File: src/rtl/ioDecodePkg.sv
package ioDecodePkg;
  typedef enum logic [2:0] {
    TGT_NONE,
    TGT_CFG,
    TGT_MAP,
    TGT_USB_IDX,
    TGT_USB_DAT,
    TGT_NET
  } ioTarget_e;

  // strobes from control to datapath
  typedef struct packed {
    logic      capture;
    logic      cfgWr;
    logic      mapWr;
    logic      busy;
    logic      isRead;
    ioTarget_e target;
  } ctlStrobes_t;
endpackage

File: src/rtl/ioDecodeCtrl.sv
module ioDecodeCtrl
  import ioDecodePkg::*;
#(
  parameter int          ADDR_W     = 16,
  parameter logic [7:0]  PORT_LO    = 8'hAB,
  parameter logic [7:0]  CFG_HI     = 8'h82,
  parameter logic [7:0]  MAP_HI     = 8'h81,
  parameter logic [7:0]  USB_IDX_HI = 8'h80
) (
  input  logic              clk,
  input  logic              rstN,
  input  logic              ioReqN,
  input  logic              rdN,
  input  logic              wrN,
  input  logic [ADDR_W-1:0] cpuAddr,
  input  logic              netEn,
  output ctlStrobes_t       ctl,
  output logic              usbCsN,
  output logic              usbRegSel,
  output logic              netCsN,
  output logic              perRdN,
  output logic              perWrN
);
  typedef enum logic [1:0] {ST_IDLE, ST_SETUP, ST_STROBE, ST_HOLD} state_e;

  state_e    state, stateNext;
  ioTarget_e tgtQ, tgtDec;
  logic      readQ;
  logic      reqNow;
  logic [7:0] hiByte, loByte;

  assign reqNow = !ioReqN && (!rdN || !wrN);
  assign hiByte = cpuAddr[ADDR_W-1 -: 8];
  assign loByte = cpuAddr[7:0];

  always_comb begin
    tgtDec = TGT_NONE;
    if (loByte == PORT_LO) begin
      if (hiByte == CFG_HI)                tgtDec = TGT_CFG;
      else if (hiByte == MAP_HI)           tgtDec = TGT_MAP;
      else if (hiByte == USB_IDX_HI)       tgtDec = TGT_USB_IDX;
      else if (!cpuAddr[ADDR_W-1])         tgtDec = netEn ? TGT_NET : TGT_USB_DAT;
    end
  end

  always_comb begin
    stateNext = state;
    unique case (state)
      ST_IDLE:   if (reqNow) stateNext = ST_SETUP;
      ST_SETUP:  stateNext = ST_STROBE;
      ST_STROBE: if (!reqNow) stateNext = ST_HOLD;
      ST_HOLD:   stateNext = ST_IDLE;
      default:   stateNext = ST_IDLE;
    endcase
  end

  always_ff @(posedge clk or negedge rstN) begin
    if (!rstN) begin
      state <= ST_IDLE;
      tgtQ  <= TGT_NONE;
      readQ <= 1'b0;
    end else begin
      state <= stateNext;
      if (state == ST_IDLE && reqNow) begin
        tgtQ  <= tgtDec;
        readQ <= !rdN;
      end
    end
  end

  logic csOn, strbOn, usbSel, netSel;
  assign csOn   = (state != ST_IDLE);
  assign strbOn = (state == ST_STROBE);
  assign usbSel = (tgtQ == TGT_USB_IDX) || (tgtQ == TGT_USB_DAT);
  assign netSel = (tgtQ == TGT_NET);

  assign usbCsN    = !(csOn && usbSel);
  assign netCsN    = !(csOn && netSel);
  assign usbRegSel = (tgtQ == TGT_USB_DAT);
  assign perRdN    = !(strbOn && (usbSel || netSel) && readQ);
  assign perWrN    = !(strbOn && (usbSel || netSel) && !readQ);

  assign ctl.capture = (state == ST_IDLE) && reqNow;
  assign ctl.busy    = csOn;
  assign ctl.isRead  = readQ;
  assign ctl.target  = tgtQ;
  assign ctl.cfgWr   = (state == ST_SETUP) && !readQ && (tgtQ == TGT_CFG);
  assign ctl.mapWr   = (state == ST_SETUP) && !readQ && (tgtQ == TGT_MAP);
endmodule

File: src/rtl/ioDecodeDatapath.sv
module ioDecodeDatapath
  import ioDecodePkg::*;
#(
  parameter int ADDR_W  = 16,
  parameter int DATA_W  = 8,
  parameter int NET_AW  = 10,
  parameter int MAP_W   = 4
) (
  input  logic              clk,
  input  logic              rstN,
  input  ctlStrobes_t       ctl,
  input  logic [ADDR_W-1:0] cpuAddr,
  input  logic [DATA_W-1:0] cpuDataIn,
  input  logic [DATA_W-1:0] perRdData,
  input  logic              powerSense,
  output logic [DATA_W-1:0] cpuDataOut,
  output logic              cpuDataOe,
  output logic [DATA_W-1:0] perWrData,
  output logic              perWrOe,
  output logic [NET_AW-1:0] netAddr,
  output logic              netEn,
  output logic              usbModeN
);
  localparam int NET_LO_W   = NET_AW - MAP_W;
  localparam int BIT_INV    = 3;
  localparam int BIT_NETEN  = 4;
  localparam int BIT_MODE   = 6;
  localparam int BIT_PWR    = 7;
  localparam logic [DATA_W-1:0] CFG_KEEP = DATA_W'(8'h5F);

  logic [DATA_W-1:0]   cfgQ;
  logic [MAP_W-1:0]    mapQ;
  logic [NET_LO_W-1:0] addrLoQ;
  logic [DATA_W-1:0]   wrDataQ;
  logic [DATA_W-1:0]   cfgView;

  always_ff @(posedge clk or negedge rstN) begin
    if (!rstN) begin
      cfgQ    <= '0;
      mapQ    <= '0;
      addrLoQ <= '0;
      wrDataQ <= '0;
    end else begin
      if (ctl.capture) begin
        addrLoQ <= cpuAddr[8 +: NET_LO_W];
        wrDataQ <= cpuDataIn;
      end
      if (ctl.cfgWr) cfgQ <= wrDataQ & CFG_KEEP;
      if (ctl.mapWr) mapQ <= wrDataQ[MAP_W-1:0];
    end
  end

  assign netEn = cfgQ[BIT_NETEN];
  assign netAddr = {mapQ, addrLoQ} ^ NET_AW'(cfgQ[BIT_INV]);
  assign usbModeN = !rstN || !cfgQ[BIT_MODE];

  always_comb begin
    cfgView          = cfgQ;
    cfgView[BIT_PWR] = powerSense;
  end

  always_comb begin
    unique case (ctl.target)
      TGT_CFG: cpuDataOut = cfgView;
      TGT_MAP: cpuDataOut = DATA_W'(mapQ);
      default: cpuDataOut = perRdData;
    endcase
  end

  logic periph;
  assign periph    = (ctl.target == TGT_USB_IDX) || (ctl.target == TGT_USB_DAT) ||
                     (ctl.target == TGT_NET);
  assign cpuDataOe = ctl.busy && ctl.isRead && (ctl.target != TGT_NONE);
  assign perWrData = wrDataQ;
  assign perWrOe   = ctl.busy && !ctl.isRead && periph;
endmodule

File: src/rtl/ioPortDecoder.sv
module ioPortDecoder
  import ioDecodePkg::*;
#(
  parameter int ADDR_W = 16,
  parameter int DATA_W = 8,
  parameter int NET_AW = 10,
  parameter int MAP_W  = 4
) (
  input  logic              clk,
  input  logic              rstN,
  input  logic [ADDR_W-1:0] cpuAddr,
  input  logic [DATA_W-1:0] cpuDataIn,
  output logic [DATA_W-1:0] cpuDataOut,
  output logic              cpuDataOe,
  input  logic              ioReqN,
  input  logic              rdN,
  input  logic              wrN,
  input  logic [DATA_W-1:0] perRdData,
  output logic [DATA_W-1:0] perWrData,
  output logic              perWrOe,
  output logic              perRdN,
  output logic              perWrN,
  output logic              usbCsN,
  output logic              usbRegSel,
  output logic              netCsN,
  output logic [NET_AW-1:0] netAddr,
  output logic              usbModeN,
  input  logic              powerSense
);
  ctlStrobes_t ctl;
  logic        netEn;

  ioDecodeCtrl #(.ADDR_W(ADDR_W)) u_ctrl (
    .clk(clk), .rstN(rstN), .ioReqN(ioReqN), .rdN(rdN), .wrN(wrN),
    .cpuAddr(cpuAddr), .netEn(netEn), .ctl(ctl),
    .usbCsN(usbCsN), .usbRegSel(usbRegSel), .netCsN(netCsN),
    .perRdN(perRdN), .perWrN(perWrN)
  );

  ioDecodeDatapath #(.ADDR_W(ADDR_W), .DATA_W(DATA_W), .NET_AW(NET_AW), .MAP_W(MAP_W)) u_dp (
    .clk(clk), .rstN(rstN), .ctl(ctl), .cpuAddr(cpuAddr), .cpuDataIn(cpuDataIn),
    .perRdData(perRdData), .powerSense(powerSense),
    .cpuDataOut(cpuDataOut), .cpuDataOe(cpuDataOe),
    .perWrData(perWrData), .perWrOe(perWrOe),
    .netAddr(netAddr), .netEn(netEn), .usbModeN(usbModeN)
  );
endmodule

File: config.mk
export PLATFORM = sky130hd
export DESIGN_NAME = ioPortDecoder
export DESIGN_NICKNAME = d
export VERILOG_FILES = /design/src/rtl/ioDecodePkg.sv /design/src/rtl/ioDecodeCtrl.sv /design/src/rtl/ioDecodeDatapath.sv /design/src/rtl/ioPortDecoder.sv
export SDC_FILE = /design/constraint.sdc
export NUM_CORES = 1
export LEC_CHECK = 0
export ABC_AREA = 1
export BUFFER_PORTS_ARGS = -buffer_cell sky130_fd_sc_hd__buf_4
export CAP_MARGIN = 0
export CORE_ASPECT_RATIO = 1.25
export CORE_MARGIN = 4
export CORE_UTILIZATION = 50
export CTS_CLUSTER_DIAMETER = 120
export DETAILED_ROUTE_END_ITERATION = 12
export GPL_ROUTABILITY_DRIVEN = 0
export PLACE_DENSITY = 0.93
export SYNTH_ARGS = -nofsm -noshare
export SYNTH_HDL_FRONTEND = slang
export SYNTH_SLANG_ARGS = --single-unit
File: constraint.sdc
create_clock -name clk -period 1.9 [get_ports clk]
set_input_delay 0.19 -clock clk [delete_from_list [all_inputs] [get_ports clk]]
set_output_delay 0.19 -clock clk [all_outputs]
set_load 0.05 [all_outputs]
After elaboration in Yosys (flattened, before gate mapping)
Index checks and enable logic that the tools add are counted.
- output and inout port bits: 34
- flip-flop bits (word level): 30
- logic and storage cells: 64
- input port bits: 38
- multiplexer cells: 10
- reduce and logical (&&, ||, !) cells: 32
- equality and inequality tests: 14
- bitwise logic cells: 1
- operators by type and width (kind ; count):
    8-bit == test (second input constant) ; 4
    8-bit one-hot mux with 2 select lines ; 1
    3-bit 2-to-1 mux ; 5
    1-bit logical AND ; 14
    1-bit logical NOT ; 10
    10-bit by 1-bit XOR with 10-bit output ; 1
    2-bit one-hot mux with 4 select lines ; 1
    3-bit by 2-bit == test with 1-bit output (second input constant) ; 2
    3-bit == test (second input constant) ; 2
    2-bit == test (second input constant) ; 2
    1-bit logical OR ; 4
    2-bit 2-to-1 mux ; 2
    3-bit by 1-bit == test with 1-bit output (second input constant) ; 1
    3-bit nonzero test ; 1
    2-bit by 1-bit == test with 1-bit output (second input constant) ; 1
    2-bit logical NOT ; 1
    2-bit by 1-bit != test with 1-bit output (second input constant) ; 1
    2-bit != test (second input constant) ; 1
    2-bit AND reduction ; 1
    2-bit nonzero test ; 1
    1-bit 2-to-1 mux ; 1

Longest topological paths before layout
Gate-level depths: netlist of run 1.
- depth in word-level cells: 6
- depth in mapped cells: 8
- mapped depth without buffers: 7

Modules after synthesis
From an unflattened synthesis of run 1, not the netlist that was laid out.
- cells, all modules: 214
- area, all modules: 1701.6 um^2
- by module, submodules not included (module ; times used ; area each (um^2) ; seq. area each (um^2) ; cells an instance):
    ioDecodeDatapath ; 1 ; 1136.1 ; 600.6 ; 121
    ioDecodeCtrl ; 1 ; 565.5 ; 150.1 ; 93

Least setup slack after synthesis of run 1
Ideal clock, no wire load.
- path kind: register to output
- from: register u_ctrl.state[0]
- to: output port cpuDataOe
- setup slack: 374 ps
- cell stages (with the launch flop): 4
- required time: 1710 ps
- path buffers: 0
- data arrival time: 1336 ps
- cells stage by stage: dfrtp_1 inv_1 ha_1 nor2_1
- word-level cells in the longest chain between the ends: 3
- RTL lines (element ; line ; RTL):
    start: declaration ; ioDecodeCtrl.sv:26 ; state_e state, stateNext;
    start signal: assignment ; ioDecodeCtrl.sv:63 ; state <= stateNext;
    2-bit nonzero test ; ioDecodeCtrl.sv:72 ; assign csOn = (state != ST_IDLE);
    1-bit logical AND (2 in series) ; ioDecodeDatapath.sv:73 ; assign cpuDataOe = ctl.busy && ctl.isRead && (ctl.target != TGT_NONE);
    end: declaration ; ioPortDecoder.sv:14 ; output logic cpuDataOe,
No other way between the ends.

Final worst setup path of run 1
- from: register u_ctrl.tgtQ[1]
- to: output port perWrOe
- word-level cells in the longest chain between the ends: 4
- elaborated cells on any way between the ends: 6
- those cells by class: eq/ne (3); reduce/logical (3)
- RTL lines (element ; line ; RTL):
    start: declaration ; ioDecodeCtrl.sv:27 ; ioTarget_e tgtQ, tgtDec;
    start signal: assignment ; ioDecodeCtrl.sv:65 ; tgtQ <= tgtDec;
    3-bit by 2-bit == test with 1-bit output or 3-bit == test (tied branches) ; ioDecodeDatapath.sv:71 ; assign periph = (ctl.target == TGT_USB_IDX) || (ctl.target == TGT_USB_DAT) ||
    1-bit logical OR ; ioDecodeDatapath.sv:71 ;
    1-bit logical OR (*) ; ioDecodeDatapath.sv:71 ;
    1-bit logical AND (*) ; ioDecodeDatapath.sv:75 ; assign perWrOe = ctl.busy && !ctl.isRead && periph;
    end: declaration ; ioPortDecoder.sv:20 ; output logic perWrOe,
Every way passes the cells marked *; elsewhere a longest branch is shown, timed or not.

==> results.cfg, run 1 <==
[placement]
post-place-cells = 307
place_hpwl_um = 2930
io_buffers = 71

[floorplan]
die_area_um2 = 4221
die_w_um = 58.92
start_util = 0.5351
core_um2 = 3028
fp.dieH_um = 71.65
io_pins = 72
fp-row-count = 22

[detailed_routing]
drc_errors = 0
wl_met2_um = 1963
final_antenna_net_count = 0
met3_length_um = 251
wirelength_um = 3701
wl_per_cell_um = 11.71
routedLengthMet1_um = 1449
num_vias = 1530
drt_iter0_markers = 48
firstDrtPassIters = 4
dr.max_layer_used = met4
viasPerCell = 4.842

[sta]
fmax_mhz = 567.7
worst_pin_slew_ps = 369.7
period_minus_slack_ps = 1761
min_period_over_period = 0.9270
relSlewSlack = 0.7535
slew_violations = 0
setup_violations = 0
rsz0062_at_grt = no
clock_skew_ps = 1.928
hold_viol = 0
finalSetupTns_ps = 0

[setup_path]
worst_ep_required_time_ps = 1710
startpoint_type = flop
crit_type = reg2out
critPathCaptureType = output port
cp_data_arrival_time_ps = 1570
worstPathMaxFanout = 4

[cells_and_area]
n_fill_cell = 248
syn_to_final_growth_pct = 35.98
finalNonFillerCells = 316
layout.nets = 321
diodes = 0
drive_above_1_share = 0.3500

[pwr]
p_leak_nw = 1.235
p_int_mw = 1.381
power.density_nw_per_um2 = 1191
ir_drop_uv = 1145
p_seq_frac = 0.353
clockPowerShare = 0.148
p_sw_mw = 1.244
sw_frac_of_total = 0.4738
combPwrFrac = 0.499

[global_routing]
grt_max_degree = 32
grt_pass1_wl_um = 6237
first_global_vias = 1473
grt-ovfl-total = 0
track_usage = 0.1881
antenna_found_initial = 0

[synthesis]
yosysTopAreaCell = dfrtp_1
synth.avg_cell_area_um2 = 7.790
synth_cell_types = 22
yosys-top-cells-area = dfrtp_1 46%, nand2_1 19%, inv_1 4.6%
yosys_warnings = 0
syn_inst = 208
synth_nets = 250
ys_seq_area_frac = 0.4633
ys_ff_latch = 30
syn_area_um2 = 1620
synth_top_cell_area_share = 0.4633

[run]
cap_violations = 0

[clock_network]
cts_tree = built
clkLatencyLatePin_ps = 320
cts.sinks = 30
cts_root_buf = clkbuf_4
clk_pin_slew_ps = 90
cts-buffers-inserted = 5
ctsLongestPathBuffers = 2
cts_setup_buffers = 0
cts_max_level = 2

[status]
status = finished, final reports clean

[hold_path]
hp-class = in2reg
-- cell usage in the layout (no fill, tap or decap) --
master / Yosys / final
nand4_1: 2 / 2
nand3b_1: 1 / 1
dlygate4sd3_1: 0 / 1
o21ai_0: 15 / 15
inv_1: 20 / 20
clkbuf_4: 0 / 5
nor2_1: 13 / 13
nand2_2: 5 / 5
clkinv_2: 0 / 1
nand3_2: 2 / 2
ha_1: 4 / 4
buf_4: 5 / 71
dfrtp_1: 30 / 30
clkbuf_8: 0 / 1
xor2_1: 1 / 1
a21oi_1: 1 / 1
o211ai_1: 1 / 1
clkbuf_1: 0 / 1
o21ai_2: 6 / 6
inv_4: 1 / 1
nand3_1: 10 / 10
inv_2: 4 / 4
nand2_4: 1 / 1
nor2_8: 1 / 1
nand2_1: 82 / 82
-- synthesized netlist by cell type --
| cell | instances |
|---|---|
| buf_6 | 2 |
| xor2_1 | 1 |
| buf_4 | 5 |
| nor2_8 | 1 |
| nand4_1 | 2 |
| o21ai_2 | 6 |
| dfrtp_1 | 30 |
| nand2_2 | 5 |
| a21oi_1 | 1 |
| inv_1 | 20 |
| nand3_2 | 2 |
| inv_4 | 1 |
| nand2_1 | 82 |
| inv_2 | 4 |
| nor2_1 | 13 |
| o21ai_0 | 15 |
| nand3_1 | 10 |
| nand3b_1 | 1 |
| o211ai_1 | 1 |
| ha_1 | 4 |
| buf_2 | 1 |
| nand2_4 | 1 |
-- area by class of cell --
cell class,count,area (µm²),area share
sequential,30,750.7,0.3407
inverter,25,96.34,0.04373
clock inverter,1,5.005,0.002271
tap,36,45.04,0.02044
multi-input combinational,145,708.2,0.3214
timing repair buffer,72,543.0,0.2465
clock buffer,7,55.05,0.02499
-- logic make-up (layout without fill, tap and decap cells) --
logic type                 count (synthesis)  in the layout  synth area share
and+or+nand+nor                          117            117            0.3143
DFF                                       30             30            0.4633
buffers and inverters                     33            105           0.09961
xor gates and xnor gates                   1              1          0.005406
AOI/OAI and AO/OA                         23             23           0.08648
adders and majority gates                  4              4           0.03089
-- path summary, 6_finish.rpt --
check / to / from / slack (ps) / cells past startpoint
max in group asynchronous: u_ctrl.state[0] / rstN / 1300 / 2
hold reg to reg: u_dp.addrLoQ[4] / u_dp.addrLoQ[4] / 490 / 2
min in group asynchronous: u_dp.mapQ[2] / rstN / 330 / 2
setup / recovery: perWrOe / u_ctrl.tgtQ[1] / 140 / 6
setup reg to reg: u_dp.perWrData[1] / u_ctrl.state[0] / 240 / 6
hold / removal: u_dp.perWrData[5] / cpuDataIn[5] / 60 / 3
-- metal layers --
layer	vias to the layer above	global-route usage
met5	-	0
met4	0	0.07557
met3	6	0.03604
met2	43	0.3342
met1	701	0.2162
li1	780	-
-- through the flow --
stage | setup slack (ps) | util | hold slack (ps) | power [mW] | area (µm²)
detailed placement | 249.7 | 0.7045 | 132.1 | 2.258 | 2133
CTS | 155.2 | 0.7277 | 51.02 | 2.648 | 2203
global placement | 365.0 | 0.7045 | 133.1 | 2.226 | 2133
global route | 55.81 | 0.7277 | 55.74 | 2.796 | 2203
finish | 138.7 | 0.7277 | 59.15 | 2.625 | 2203
floorplan | 373.5 | - | -105.6 | 1.913 | 1620
-- power groups by stage --
stage	combinational (mW)	sequential [mW]	clock, mW
detailed placement	1.32	0.938	0
CTS	1.32	0.928	0.398
finish	1.31	0.927	0.389
global route	1.42	0.952	0.420
floorplan	0.707	1.21	0
global placement	1.29	0.938	0
-- what timing repair did --
| action | 4_1_cts | 5_1_grt |
|---|---|---|
| hold endpoints to repair | 30 | 0 |
| hold buffers | 1 | 0 |
| resized for setup | 0 | 0 |
-- worst max-delay path, stage by stage (launching register included) --
cell      delay [ps]
dfrtp_1          420
inv_1            140
nand2_1          110
o211ai_1         250
nand2_1           80
inv_1             60
buf_4            180
-- sequential cells by signal, summed over array words and instances (netlist names) --
signal / flops
u_ctrl.readQ: 1
u_ctrl.state: 2
u_ctrl.tgtQ: 3
u_dp.addrLoQ: 6
u_dp.cfgQ: 6
u_dp.mapQ: 4
u_dp.perWrData: 8
No activity file was read; power rests on OpenSTA's default activity.
==> run 2, diff against run 1 <==
--- a/config.mk
+++ b/config.mk
@@ -15,6 +15,7 @@
 export DETAILED_ROUTE_END_ITERATION = 12
 export GPL_ROUTABILITY_DRIVEN = 0
 export PLACE_DENSITY = 0.93
+export REMOVE_ABC_BUFFERS = 1
 export SYNTH_ARGS = -nofsm -noshare
 export SYNTH_HDL_FRONTEND = slang
 export SYNTH_SLANG_ARGS = --single-unit
==> results.cfg, run 2 (synthesis results as in run 1) <==
[sta]
hold_viol = 0
clock_skew_ps = 3.184
worst_pin_slew_ps = 369.1
min_period_over_period = 0.9186
setup_slack_ps = 154.6
finalSetupTns_ps = 0
relSlewSlack = 0.7540
rsz0062_at_grt = no
setup_violations = 0
period_minus_slack_ps = 1745
fmax_mhz = 572.9
slew_violations = 0

[floorplan]
fp-row-count = 22
start_util = 0.5351
fp.dieH_um = 71.65
core_um2 = 3028
die_area_um2 = 4221
io_pins = 72
die_w_um = 58.92

[clock_network]
cts_resized = 0
cts_setup_buffers = 0
cts-buffers-inserted = 5
clkLatencyLatePin_ps = 310
hold_buffers = 1
ctsLongestPathBuffers = 2
cts_root_buf = clkbuf_4
clk_pin_slew_ps = 80
cts_max_level = 2
cts.sinks = 30
cts_tree = built

[setup_path]
worstPathMaxFanout = 4
cp_num_buf_inv = 3
startpoint = u_ctrl.tgtQ[1]
critical-path-top-delay-family = flip-flops
reg2reg_from = u_ctrl.state[0]
critPathCaptureType = output port
startpoint_type = flop
crit_chain = inv_1 -> nand2_1 -> o211ai_1 -> nand2_1 -> inv_1 -> buf_4
worst_ep_required_time_ps = 1710
crit_path_top_delay_cell = dfrtp_1
cp_data_arrival_time_ps = 1560
critPathMaxStageDelay_ps = 420
crit_type = reg2out

[detailed_routing]
wl_per_cell_um = 12.50
num_vias = 1542
wirelength_um = 3962
drc_errors = 0
viasPerCell = 4.864
final_antenna_net_count = 0
drt_iter0_markers = 71
firstDrtPassIters = 4

[status]
status = finished, final reports clean

[pwr]
ir_drop_uv = 1116
power.density_nw_per_um2 = 1172
p_seq_frac = 0.362
sw_frac_of_total = 0.4773
p_leak_nw = 1.235
p_int_mw = 1.349
clockPowerShare = 0.126
combPwrFrac = 0.512
p_sw_mw = 1.232

[cells_and_area]
syn_to_final_growth_pct = 35.98
layout.nets = 323
diodes = 0
final_common_cell = nand2_1
final_area_um2 = 2203
drive_above_1_share = 0.3488
largest_reg_flops = 8
layout_common_cells = 82 x nand2_1, 73 x buf_4, 30 x dfrtp_1

[placement]
place_area_um2 = 2148
dp_slack_ps = 407.3
place_hpwl_um = 3138
io_buffers = 71

[global_routing]
first_global_vias = 1507
track_usage = 0.1982
antenna_found_initial = 0
grt-ovfl-total = 0
grt_pass1_wl_um = 6437
grt_max_degree = 31

[run]
cap_violations = 0

[hold_path]
worstHoldStart = cpuDataIn[7]
hp-class = in2reg
==> run 2: final cells by class <==
| cell class | count | area [µm²] |
|---|---|---|
| fillers | 266 | 824.5 |
| flip-flops and latches | 30 | 750.7 |
| multi-input cells | 145 | 708.2 |
| repair buffers | 74 | 558.0 |
| inverters | 25 | 96.34 |
| clock buffers | 7 | 45.04 |
| well taps | 36 | 45.04 |
==> run 2: worst reg2reg max path, cell delays in order (launching register included) <==
cell     delay [ps]
dfrtp_1         410
inv_1           110
ha_1            250
nand3_2         210
inv_2           280
o21ai_0         150
==> run 2: power by group through the flow <==
stage | combinational, mW | clock (mW) | sequential, mW
final | 1.32 | 0.325 | 0.934
after CTS | 1.33 | 0.340 | 0.935
after global placement | 1.29 | 0 | 0.936
after floorplan | 0.449 | 0 | 1.38
after detailed placement | 1.32 | 0 | 0.944
after global routing | 1.42 | 0.368 | 0.955
==> run 2: final timing paths <==
kind                                endpoint  slack (ps)  depth (start not counted)
min reg2reg                u_dp.perWrData[5]         490                          2
min in group asynchronous    u_dp.addrLoQ[5]         440                          3
max                                  perWrOe         150                          6
max in group asynchronous  u_dp.perWrData[3]        1190                          3
max reg2reg                u_dp.perWrData[3]         360                          5
min                        u_dp.perWrData[7]          70                          3
==> run 2: metal layers <==
metal	GRT usage	wire length [µm]	share of wire	vias up
li1	-	-	-	784
met3	0.04685	252	0.064	11
met2	0.3538	2136	0.54	47
met5	0	0	0	-
met4	0.07053	110	0.028	0
met1	0.2249	1463	0.37	700
==> run 2: metrics by stage <==
step / total power [mW] / cells / hold slack (ps) / utilization
final: 2.582 / 317 / 71.51 / 0.7277
after global routing: 2.746 / 317 / 72.70 / 0.7277
after CTS: 2.606 / 317 / 59.92 / 0.7277
after detailed placement: 2.264 / 309 / 242.5 / 0.7095
after global placement: 2.228 / 309 / 238.9 / 0.7095
after floorplan: 1.828 / 200 / -105.6 / -
